$ cat src/rtl/fcs_pkg.sv
package fcs_pkg;

    localparam int CMD_W = 8;

    typedef enum logic [1:0] {
        RD_ARRAY  = 2'd0,
        RD_IDENT  = 2'd1,
        RD_STATUS = 2'd2,
        RD_XSTAT  = 2'd3
    } rd_sel_e;

    typedef enum logic [3:0] {
        OP_NONE      = 4'd0,
        OP_PROG      = 4'd1,
        OP_PROG2     = 4'd2,
        OP_ERASE     = 4'd3,
        OP_LOCK      = 4'd4,
        OP_UPLOAD    = 4'd5,
        OP_ERASE_ALL = 4'd6,
        OP_SUSPEND   = 4'd7,
        OP_RESUME    = 4'd8,
        OP_SLEEP     = 4'd9,
        OP_ABORT     = 4'd10
    } op_kind_e;

    typedef enum logic [2:0] {
        ST_IDLE,
        ST_WDATA,
        ST_CONFIRM,
        ST_RBCFG,
        ST_LO,
        ST_HI
    } seq_st_e;

    localparam logic [2:0] RB_LEVEL = 3'd1;

    localparam logic [CMD_W-1:0] OPC_RD_ARRAY  = 8'hFF;
    localparam logic [CMD_W-1:0] OPC_RD_IDENT  = 8'h90;
    localparam logic [CMD_W-1:0] OPC_RD_STAT   = 8'h70;
    localparam logic [CMD_W-1:0] OPC_RD_XSTAT  = 8'h71;
    localparam logic [CMD_W-1:0] OPC_CLR_ERR   = 8'h50;
    localparam logic [CMD_W-1:0] OPC_PROG_A    = 8'h40;
    localparam logic [CMD_W-1:0] OPC_PROG_B    = 8'h10;
    localparam logic [CMD_W-1:0] OPC_ERASE     = 8'h20;
    localparam logic [CMD_W-1:0] OPC_LOCK      = 8'h77;
    localparam logic [CMD_W-1:0] OPC_UPLOAD    = 8'h97;
    localparam logic [CMD_W-1:0] OPC_ERASE_ALL = 8'hA7;
    localparam logic [CMD_W-1:0] OPC_SUSPEND   = 8'hB0;
    localparam logic [CMD_W-1:0] OPC_CONFIRM   = 8'hD0;
    localparam logic [CMD_W-1:0] OPC_RB_CFG    = 8'h96;
    localparam logic [CMD_W-1:0] OPC_SLEEP     = 8'hF0;
    localparam logic [CMD_W-1:0] OPC_ABORT     = 8'h80;
    localparam logic [CMD_W-1:0] OPC_TWO_BYTE  = 8'hFB;

    function automatic logic busy_ok(input logic [CMD_W-1:0] c);
        return (c == OPC_SUSPEND) || (c == OPC_RD_STAT) ||
               (c == OPC_SLEEP)   || (c == OPC_ABORT);
    endfunction

    function automatic op_kind_e confirm_kind(input logic [CMD_W-1:0] c);
        case (c)
            OPC_ERASE:     return OP_ERASE;
            OPC_LOCK:      return OP_LOCK;
            OPC_UPLOAD:    return OP_UPLOAD;
            OPC_ERASE_ALL: return OP_ERASE_ALL;
            default:       return OP_NONE;
        endcase
    endfunction

    function automatic logic rb_legal(input logic [CMD_W-1:0] c);
        return (c >= 8'd1) && (c <= 8'd5);
    endfunction

endpackage

$ cat src/rtl/fcs_status.sv
module fcs_status (
    input  logic clk,
    input  logic rst,
    input  logic err_set,
    input  logic err_clr,
    output logic seq_err,
    output logic op_err
);
    always_ff @(posedge clk) begin
        if (rst) begin
            seq_err <= 1'b0;
            op_err  <= 1'b0;
        end else if (err_set) begin
            seq_err <= 1'b1;
            op_err  <= 1'b1;
        end else if (err_clr) begin
            seq_err <= 1'b0;
            op_err  <= 1'b0;
        end
    end

    // error bits stay until the clear opcode
    p_err_sticky_r7: assert property (@(posedge clk) disable iff (rst)
        (seq_err && !err_clr) |=> seq_err);
    p_err_clear_r7: assert property (@(posedge clk) disable iff (rst)
        (err_clr && !err_set) |=> (!seq_err && !op_err));
endmodule

$ cat src/rtl/fcs_rb_cfg.sv
module fcs_rb_cfg
    import fcs_pkg::*;
(
    input  logic       clk,
    input  logic       rst,
    input  logic       rb_wr,
    input  logic [2:0] rb_val,
    output logic [2:0] rb_mode
);
    always_ff @(posedge clk) begin
        if (rst)        rb_mode <= RB_LEVEL;
        else if (rb_wr) rb_mode <= rb_val;
    end

    // mode is always one of the five legal settings
    p_rb_legal_r8: assert property (@(posedge clk) disable iff (rst)
        (rb_mode >= 3'd1) && (rb_mode <= 3'd5));
    p_rb_hold_r8: assert property (@(posedge clk) disable iff (rst)
        !rb_wr |=> $stable(rb_mode));
endmodule

$ cat src/rtl/fcs_seq_fsm.sv
module fcs_seq_fsm
    import fcs_pkg::*;
#(
    parameter int ADDR_W = 16
) (
    input  logic                 clk,
    input  logic                 rst,
    input  logic                 wr_en,
    input  logic [ADDR_W-1:0]    wr_addr,
    input  logic [CMD_W-1:0]     wr_data,
    input  logic                 busy,
    output logic                 op_valid,
    output op_kind_e             op_kind,
    output logic [ADDR_W-1:0]    op_addr,
    output logic [2*CMD_W-1:0]   op_data,
    output rd_sel_e              rd_mode,
    output logic                 err_set,
    output logic                 err_clr,
    output logic                 rb_wr,
    output logic [2:0]           rb_val
);
    seq_st_e            st_q, st_n;
    op_kind_e           pend_q, pend_n;
    logic [CMD_W-1:0]   lo_q, lo_n;
    logic               susp_q, susp_n;
    rd_sel_e            rd_n;
    logic               go;
    op_kind_e           kind_n;
    logic [2*CMD_W-1:0] data_n;
    logic               accept;

    assign accept = wr_en && (!busy || (st_q == ST_IDLE && busy_ok(wr_data)));
    assign rb_val = wr_data[2:0];

    always_comb begin
        st_n    = st_q;
        pend_n  = pend_q;
        lo_n    = lo_q;
        susp_n  = susp_q;
        rd_n    = rd_mode;
        go      = 1'b0;
        kind_n  = OP_NONE;
        data_n  = '0;
        err_set = 1'b0;
        err_clr = 1'b0;
        rb_wr   = 1'b0;
        if (accept) begin
            case (st_q)
                ST_IDLE: begin
                    case (wr_data)
                        OPC_RD_ARRAY: rd_n = RD_ARRAY;
                        OPC_RD_IDENT: rd_n = RD_IDENT;
                        OPC_RD_STAT:  rd_n = RD_STATUS;
                        OPC_RD_XSTAT: rd_n = RD_XSTAT;
                        OPC_CLR_ERR:  err_clr = 1'b1;
                        OPC_PROG_A, OPC_PROG_B: st_n = ST_WDATA;
                        OPC_ERASE, OPC_LOCK, OPC_UPLOAD, OPC_ERASE_ALL: begin
                            st_n   = ST_CONFIRM;
                            pend_n = confirm_kind(wr_data);
                        end
                        OPC_RB_CFG:   st_n = ST_RBCFG;
                        OPC_TWO_BYTE: st_n = ST_LO;
                        OPC_SUSPEND: begin
                            if (busy) begin
                                go     = 1'b1;
                                kind_n = OP_SUSPEND;
                                susp_n = 1'b1;
                            end
                        end
                        OPC_CONFIRM: begin
                            if (susp_q) begin
                                go     = 1'b1;
                                kind_n = OP_RESUME;
                                susp_n = 1'b0;
                            end else begin
                                rd_n = RD_ARRAY;
                            end
                        end
                        OPC_SLEEP: begin
                            go     = 1'b1;
                            kind_n = OP_SLEEP;
                        end
                        OPC_ABORT: begin
                            go     = 1'b1;
                            kind_n = OP_ABORT;
                            susp_n = 1'b0;
                        end
                        default: rd_n = RD_ARRAY;
                    endcase
                end
                ST_WDATA: begin
                    go     = 1'b1;
                    kind_n = OP_PROG;
                    data_n = {{CMD_W{1'b0}}, wr_data};
                    st_n   = ST_IDLE;
                end
                ST_CONFIRM: begin
                    if (wr_data == OPC_CONFIRM) begin
                        go     = 1'b1;
                        kind_n = pend_q;
                    end else begin
                        err_set = 1'b1;
                        rd_n    = RD_STATUS;
                    end
                    st_n = ST_IDLE;
                end
                ST_RBCFG: begin
                    if (rb_legal(wr_data)) begin
                        rb_wr = 1'b1;
                    end else begin
                        err_set = 1'b1;
                        rd_n    = RD_STATUS;
                    end
                    st_n = ST_IDLE;
                end
                ST_LO: begin
                    lo_n = wr_data;
                    st_n = ST_HI;
                end
                ST_HI: begin
                    go     = 1'b1;
                    kind_n = OP_PROG2;
                    data_n = {wr_data, lo_q};
                    st_n   = ST_IDLE;
                end
                default: st_n = ST_IDLE;
            endcase
        end
    end

    always_ff @(posedge clk) begin
        if (rst) begin
            st_q     <= ST_IDLE;
            pend_q   <= OP_NONE;
            lo_q     <= '0;
            susp_q   <= 1'b0;
            rd_mode  <= RD_ARRAY;
            op_valid <= 1'b0;
            op_kind  <= OP_NONE;
            op_addr  <= '0;
            op_data  <= '0;
        end else begin
            st_q     <= st_n;
            pend_q   <= pend_n;
            lo_q     <= lo_n;
            susp_q   <= susp_n;
            rd_mode  <= rd_n;
            op_valid <= go;
            if (go) begin
                op_kind <= kind_n;
                op_addr <= wr_addr;
                op_data <= data_n;
            end
        end
    end

    // an issued operation always follows a bus write
    p_op_after_write_r13: assert property (@(posedge clk) disable iff (rst)
        op_valid |-> $past(wr_en));
    // disallowed writes while busy never issue an operation
    p_busy_ignore_r11: assert property (@(posedge clk) disable iff (rst)
        (wr_en && busy && !busy_ok(wr_data)) |=> !op_valid);
    // a bad confirm issues nothing and steers reads to status
    p_bad_confirm_r6: assert property (@(posedge clk) disable iff (rst)
        (st_q == ST_CONFIRM && wr_en && !busy && wr_data != OPC_CONFIRM)
        |=> (!op_valid && rd_mode == RD_STATUS));
    // sleep acts in one write
    p_sleep_r10: assert property (@(posedge clk) disable iff (rst)
        (st_q == ST_IDLE && wr_en && wr_data == OPC_SLEEP)
        |=> (op_valid && op_kind == OP_SLEEP));
endmodule

$ cat src/rtl/flash_cmd_seq.sv
module flash_cmd_seq
    import fcs_pkg::*;
#(
    parameter int ADDR_W = 16
) (
    input  logic              clk,
    input  logic              rst,
    input  logic              wr_en,
    input  logic [ADDR_W-1:0] wr_addr,
    input  logic [7:0]        wr_data,
    input  logic              busy,
    output logic              op_valid,
    output logic [3:0]        op_kind,
    output logic [ADDR_W-1:0] op_addr,
    output logic [15:0]       op_data,
    output logic [1:0]        read_sel,
    output logic              seq_err,
    output logic              op_err,
    output logic [2:0]        rb_mode
);
    op_kind_e   kind_w;
    rd_sel_e    rd_mode_w;
    logic       err_set_w, err_clr_w, rb_wr_w;
    logic [2:0] rb_val_w;

    fcs_seq_fsm #(.ADDR_W(ADDR_W)) u_fsm (
        .clk      (clk),
        .rst      (rst),
        .wr_en    (wr_en),
        .wr_addr  (wr_addr),
        .wr_data  (wr_data),
        .busy     (busy),
        .op_valid (op_valid),
        .op_kind  (kind_w),
        .op_addr  (op_addr),
        .op_data  (op_data),
        .rd_mode  (rd_mode_w),
        .err_set  (err_set_w),
        .err_clr  (err_clr_w),
        .rb_wr    (rb_wr_w),
        .rb_val   (rb_val_w)
    );

    fcs_status u_status (
        .clk     (clk),
        .rst     (rst),
        .err_set (err_set_w),
        .err_clr (err_clr_w),
        .seq_err (seq_err),
        .op_err  (op_err)
    );

    fcs_rb_cfg u_rb (
        .clk     (clk),
        .rst     (rst),
        .rb_wr   (rb_wr_w),
        .rb_val  (rb_val_w),
        .rb_mode (rb_mode)
    );

    assign op_kind  = kind_w;
    assign read_sel = busy ? RD_STATUS : rd_mode_w;

    // the sequencer's error request lands in both sticky bits
    p_err_lands_r6: assert property (@(posedge clk) disable iff (rst)
        err_set_w |=> (seq_err && op_err));
endmodule

$ cat config.mk
export PLATFORM = sky130hd
export DESIGN_NAME = flash_cmd_seq
export DESIGN_NICKNAME = d
export VERILOG_FILES = /design/src/rtl/fcs_pkg.sv /design/src/rtl/fcs_status.sv /design/src/rtl/fcs_rb_cfg.sv /design/src/rtl/fcs_seq_fsm.sv /design/src/rtl/flash_cmd_seq.sv
export SDC_FILE = /design/constraint.sdc
export NUM_CORES = 1
export LEC_CHECK = 0
export BUFFER_PORTS_ARGS = -buffer_cell sky130_fd_sc_hd__clkbuf_2
export CAP_MARGIN = 5
export CORE_MARGIN = 4
export CORE_UTILIZATION = 26
export DETAILED_ROUTE_END_ITERATION = 12
export GPL_ROUTABILITY_DRIVEN = 0
export GPL_TIMING_DRIVEN = 0
export PLACE_DENSITY = 0.54
export SETUP_SLACK_MARGIN = 0.4
export SLEW_MARGIN = 20
export SYNTH_ARGS = -nofsm -noshare
export SYNTH_HDL_FRONTEND = slang
export SYNTH_HIERARCHICAL = 1
export SYNTH_SLANG_ARGS = --single-unit
$ cat constraint.sdc
create_clock -name clk -period 3.9 [get_ports clk]
set_input_delay 0.39 -clock clk [delete_from_list [all_inputs] [get_ports clk]]
set_output_delay 0.39 -clock clk [all_outputs]
set_load 0.01 [all_outputs]
==> flow_metrics.py <==
metrics = {
    "outcome": {
        "result_of_the_run": "complete, no violations",
    },
    "sta": {
        "share_of_the_clock_period_used_by_the_worst_path_after_layout_pct": 74.4,
        "hold_viol_final": 0,
        "setup_repair_after_global_routing_missed_its_margin": "no",
        "setup_tns_ns": 0,
        "slew_headroom_pct": 33.5,
        "fmax_mhz": 345,
        "slew_violations": 0,
        "worst_clock_skew_ns": 0.00479,
        "worst-slew-pin-transition_ns": 0.973,
        "finalHoldWorstSlack_ns": 0.294,
        "finalSetupViolCount": 0,
        "period_minus_slack_ns": 2.90,
    },
    "yosys": {
        "post_synth_instance_area_um2": 2950,
        "netlist.area_leader.share_pct": 39.3,
        "synth.distinct_cells": 61,
        "ys_ff_latch": 58,
        "post_synth_inst_count": 337,
        "yosysWarnings": 6,
        "yosys-top-cells-count": "sky130_fd_sc_hd__dfxtp_1, sky130_fd_sc_hd__nor2_1, sky130_fd_sc_hd__mux2i_1, sky130_fd_sc_hd__clkbuf_1, sky130_fd_sc_hd__nand2b_1",
        "edff_count_synth": 0,
        "yosys.area.top_type": "sky130_fd_sc_hd__dfxtp_1",
        "syn-mean-instance-area_um2": 8.76,
        "synth.yosys.seq_area_share_pct": 39.3,
        "async_flop_share_pct": 0,
        "synth_ff_type": "sky130_fd_sc_hd__dfxtp_1",
        "synthMostInstantiatedCell": "sky130_fd_sc_hd__dfxtp_1",
        "top_area_cells_in_the_synthesized_netlist": "sky130_fd_sc_hd__dfxtp_1, sky130_fd_sc_hd__mux2i_1, sky130_fd_sc_hd__nor2_1",
        "post_synthesis_net_count": 365,
    },
    "power_and_ir_drop": {
        "areal_power_density_over_the_cells_nw_per_um2": 409,
        "static-leakage-power_nw": 1.51,
        "ir_drop_mv": 0.162,
    },
    "clocking": {
        "clock_edge_transition_at_the_registers_on_the_reported_setup_and_hold_paths_ns": 0.05,
        "post_cts.resized_instances": 0,
        "tritoncts": "done",
        "numCtsBuffers": 9,
        "clock_tree.buffer_depth": 2,
        "ctsRootBufferMaster": "sky130_fd_sc_hd__clkbuf_16",
        "postCtsHoldBufs": 0,
        "worstSkewPairLatency_ns": 0.33,
        "htree_num_levels": 3,
        "post-cts-setup-buffer-count": 0,
        "cts_sinks": 58,
    },
    "die": {
        "core_footprint_um2": 11000,
        "pin_count": 72,
        "dieArea_um2": 13100,
        "floorplan.die.width_um": 115,
        "floorplan.initialDensity_pct": 26.9,
        "floorplan_die_height_um": 115,
        "fp-row-count": 38,
    },
    "worst_setup_path": {
        "criticalPathCategory": "reg -> reg",
        "critPathMaxFanout": 10,
        "crit_path_end_kind": "flop",
        "worst_setup_path_start_kind": "flop",
        "data_arrival_time_of_the_critical_path_ns": 3.11,
        "required_arrival_time_at_the_worst_endpoint_ns": 4.11,
    },
    "global_routing": {
        "grt_pass1_vias": 2743,
        "grt_start_max_net_pins": 12,
        "antenna_violations_before_repair": 0,
        "global_route.overflow_total": 0,
        "grt_first_pass_wirelength_um": 13800,
        "grtUsageTotal_pct": 13.4,
    },
    "layout": {
        "final_net_count": 446,
        "final_layout_size_suffix_gt1_share_pct": 25.4,
        "diodes": 0,
        "area_delta_synth_final_pct": 28.6,
        "finish.instance_area_um2": 3790,
    },
    "drt": {
        "top_layer": "met4",
        "drtPass1Iterations": 5,
        "route.layer.met1.wl_um": 3680,
        "starting_drt_drc_count": 152,
        "routed_wl_um": 8580,
        "antenna_left": 0,
        "remaining_drc_errors": 0,
        "average_wire_length_per_cell_after_detail_routing_um": 15.3,
        "met2WireLength_um": 4140,
        "dr_total_vias": 2815,
        "wl_met3_um": 577,
        "avgViaCountPerCell": 5.01,
    },
    "place": {
        "number_of_buffers_inserted_by_port_buffering": 70,
        "placed_area_um2": 3480,
        "hpwlAfterDp_um": 6360,
    },
    "flow_run": {
        "max_cap_violations": 0,
    },
    "worst_hold_path": {
        "min-delay-path-class": "in -> reg",
    },
}
logic make-up after synthesis:
family | count (synthesis) | share of synthesized area [%]
buffers and inverters | 39 | 7.08
XOR/XNOR | 2 | 0.594
multiplexers | 33 | 11.2
AND/OR/NAND/NOR | 138 | 25.5
flip-flops | 58 | 39.3
AO/OA/AOI/OAI | 67 | 16.3
cell usage in the layout (no fill, tap or decap), types with 3 or more instances in the layout:
cell,Yosys,layout
sky130_fd_sc_hd__clkbuf_2,1,71
sky130_fd_sc_hd__dfxtp_1,58,58
sky130_fd_sc_hd__nor2_1,45,45
sky130_fd_sc_hd__mux2i_1,33,33
sky130_fd_sc_hd__clkbuf_1,21,21
sky130_fd_sc_hd__nand2b_1,16,16
sky130_fd_sc_hd__nand2_1,13,13
sky130_fd_sc_hd__nand3_1,12,12
sky130_fd_sc_hd__nor3_1,11,11
sky130_fd_sc_hd__a21oi_1,11,11
sky130_fd_sc_hd__o21ai_1,10,10
sky130_fd_sc_hd__clkbuf_16,0,9
sky130_fd_sc_hd__o2bb2ai_1,9,9
sky130_fd_sc_hd__nor2b_1,7,7
sky130_fd_sc_hd__buf_4,6,6
sky130_fd_sc_hd__inv_1,5,5
sky130_fd_sc_hd__a31oi_1,5,5
sky130_fd_sc_hd__or3_1,4,4
sky130_fd_sc_hd__o21ai_0,4,4
sky130_fd_sc_hd__buf_6,3,3
sky130_fd_sc_hd__a211oi_1,3,3
sky130_fd_sc_hd__nor4_1,3,3
sky130_fd_sc_hd__nand4_1,3,3
sky130_fd_sc_hd__nor4bb_1,3,3
sky130_fd_sc_hd__and4b_1,3,3
sky130_fd_sc_hd__nand4b_1,3,3
sky130_fd_sc_hd__nor3_2,3,3
registers in the layout (all words and copies together) (netlist names):
name,flops
u_fsm/op_addr,16
u_fsm/op_valid,1
u_fsm/rd_mode,2
u_fsm/lo_q,8
u_status/op_err,1
u_fsm/pend_q,3
u_fsm/st_q,3
u_fsm/op_data,16
u_fsm/op_kind,4
u_rb/rb_mode,3
u_fsm/susp_q,1
through the flow:
stage | total power, mW | setup WS [ns] | util, % | instances
3_3_place_gp | 0.720 | 0.977 | 31.7 | 547
5_1_grt | 1.61 | 0.971 | 34.6 | 562
4_1_cts | 1.57 | 1.12 | 34.6 | 562
6_report | 1.55 | 1.00 | 34.6 | 562
2_1_floorplan | 0.678 | 1.53 | - | 337
3_5_place_dp | 0.721 | 0.976 | 31.7 | 547
worst max-delay path: stages (launching register included):
cell	delay (ns)
sky130_fd_sc_hd__dfxtp_1	0.30
sky130_fd_sc_hd__buf_6	0.13
sky130_fd_sc_hd__or3_1	0.34
sky130_fd_sc_hd__buf_1	0.19
sky130_fd_sc_hd__a2111oi_0	0.80
sky130_fd_sc_hd__a31oi_1	0.17
sky130_fd_sc_hd__a21oi_1	0.20
sky130_fd_sc_hd__buf_4	0.24
sky130_fd_sc_hd__buf_12	0.17
sky130_fd_sc_hd__mux2i_1	0.18
sky130_fd_sc_hd__nor2_1	0.05
final timing paths:
path	from	to	slack, ns	cells after the start
setup / recovery	u_fsm/st_q[0]$_SDFFE_PP0P_	u_fsm/op_addr[5]$_SDFFE_PP0P_	1.0	10
hold / removal	wr_addr[9]	u_fsm/op_addr[9]$_SDFFE_PP0P_	0.29	3
setup reg to reg	u_fsm/st_q[0]$_SDFFE_PP0P_	u_fsm/op_addr[5]$_SDFFE_PP0P_	1.0	10
hold reg to reg	u_fsm/pend_q[0]$_SDFFE_PP0P_	u_fsm/pend_q[0]$_SDFFE_PP0P_	0.46	2
report_power, final:
| part | total (mW) | leakage [nW] | switching (mW) | internal, mW |
|---|---|---|---|---|
| Clock | 0.840 | 0.158 | 0.270 | 0.570 |
| Combinational | 0.113 | 0.885 | 0.0717 | 0.0411 |
| Sequential | 0.598 | 0.467 | 0.00132 | 0.596 |
| Total | 1.55 | 1.51 | 0.343 | 1.21 |
metal layers:
layer  up-vias  track usage [%]
li1       1378                -
met1      1311             16.4
met2       112             21.9
met3        14             4.02
met4         0             5.62
met5         -                0
area by class of cell:
type | count | area (um2)
inverter | 6 | 22.5
fill | 1126 | 7190
clock buffer | 10 | 239
clock inverter | 5 | 78.8
sequential | 58 | 1160
multi-input combinational | 240 | 1580
timing repair buffer | 70 | 350
buffer | 33 | 186
tap | 140 | 175
(Power assumes the default switching activity.)
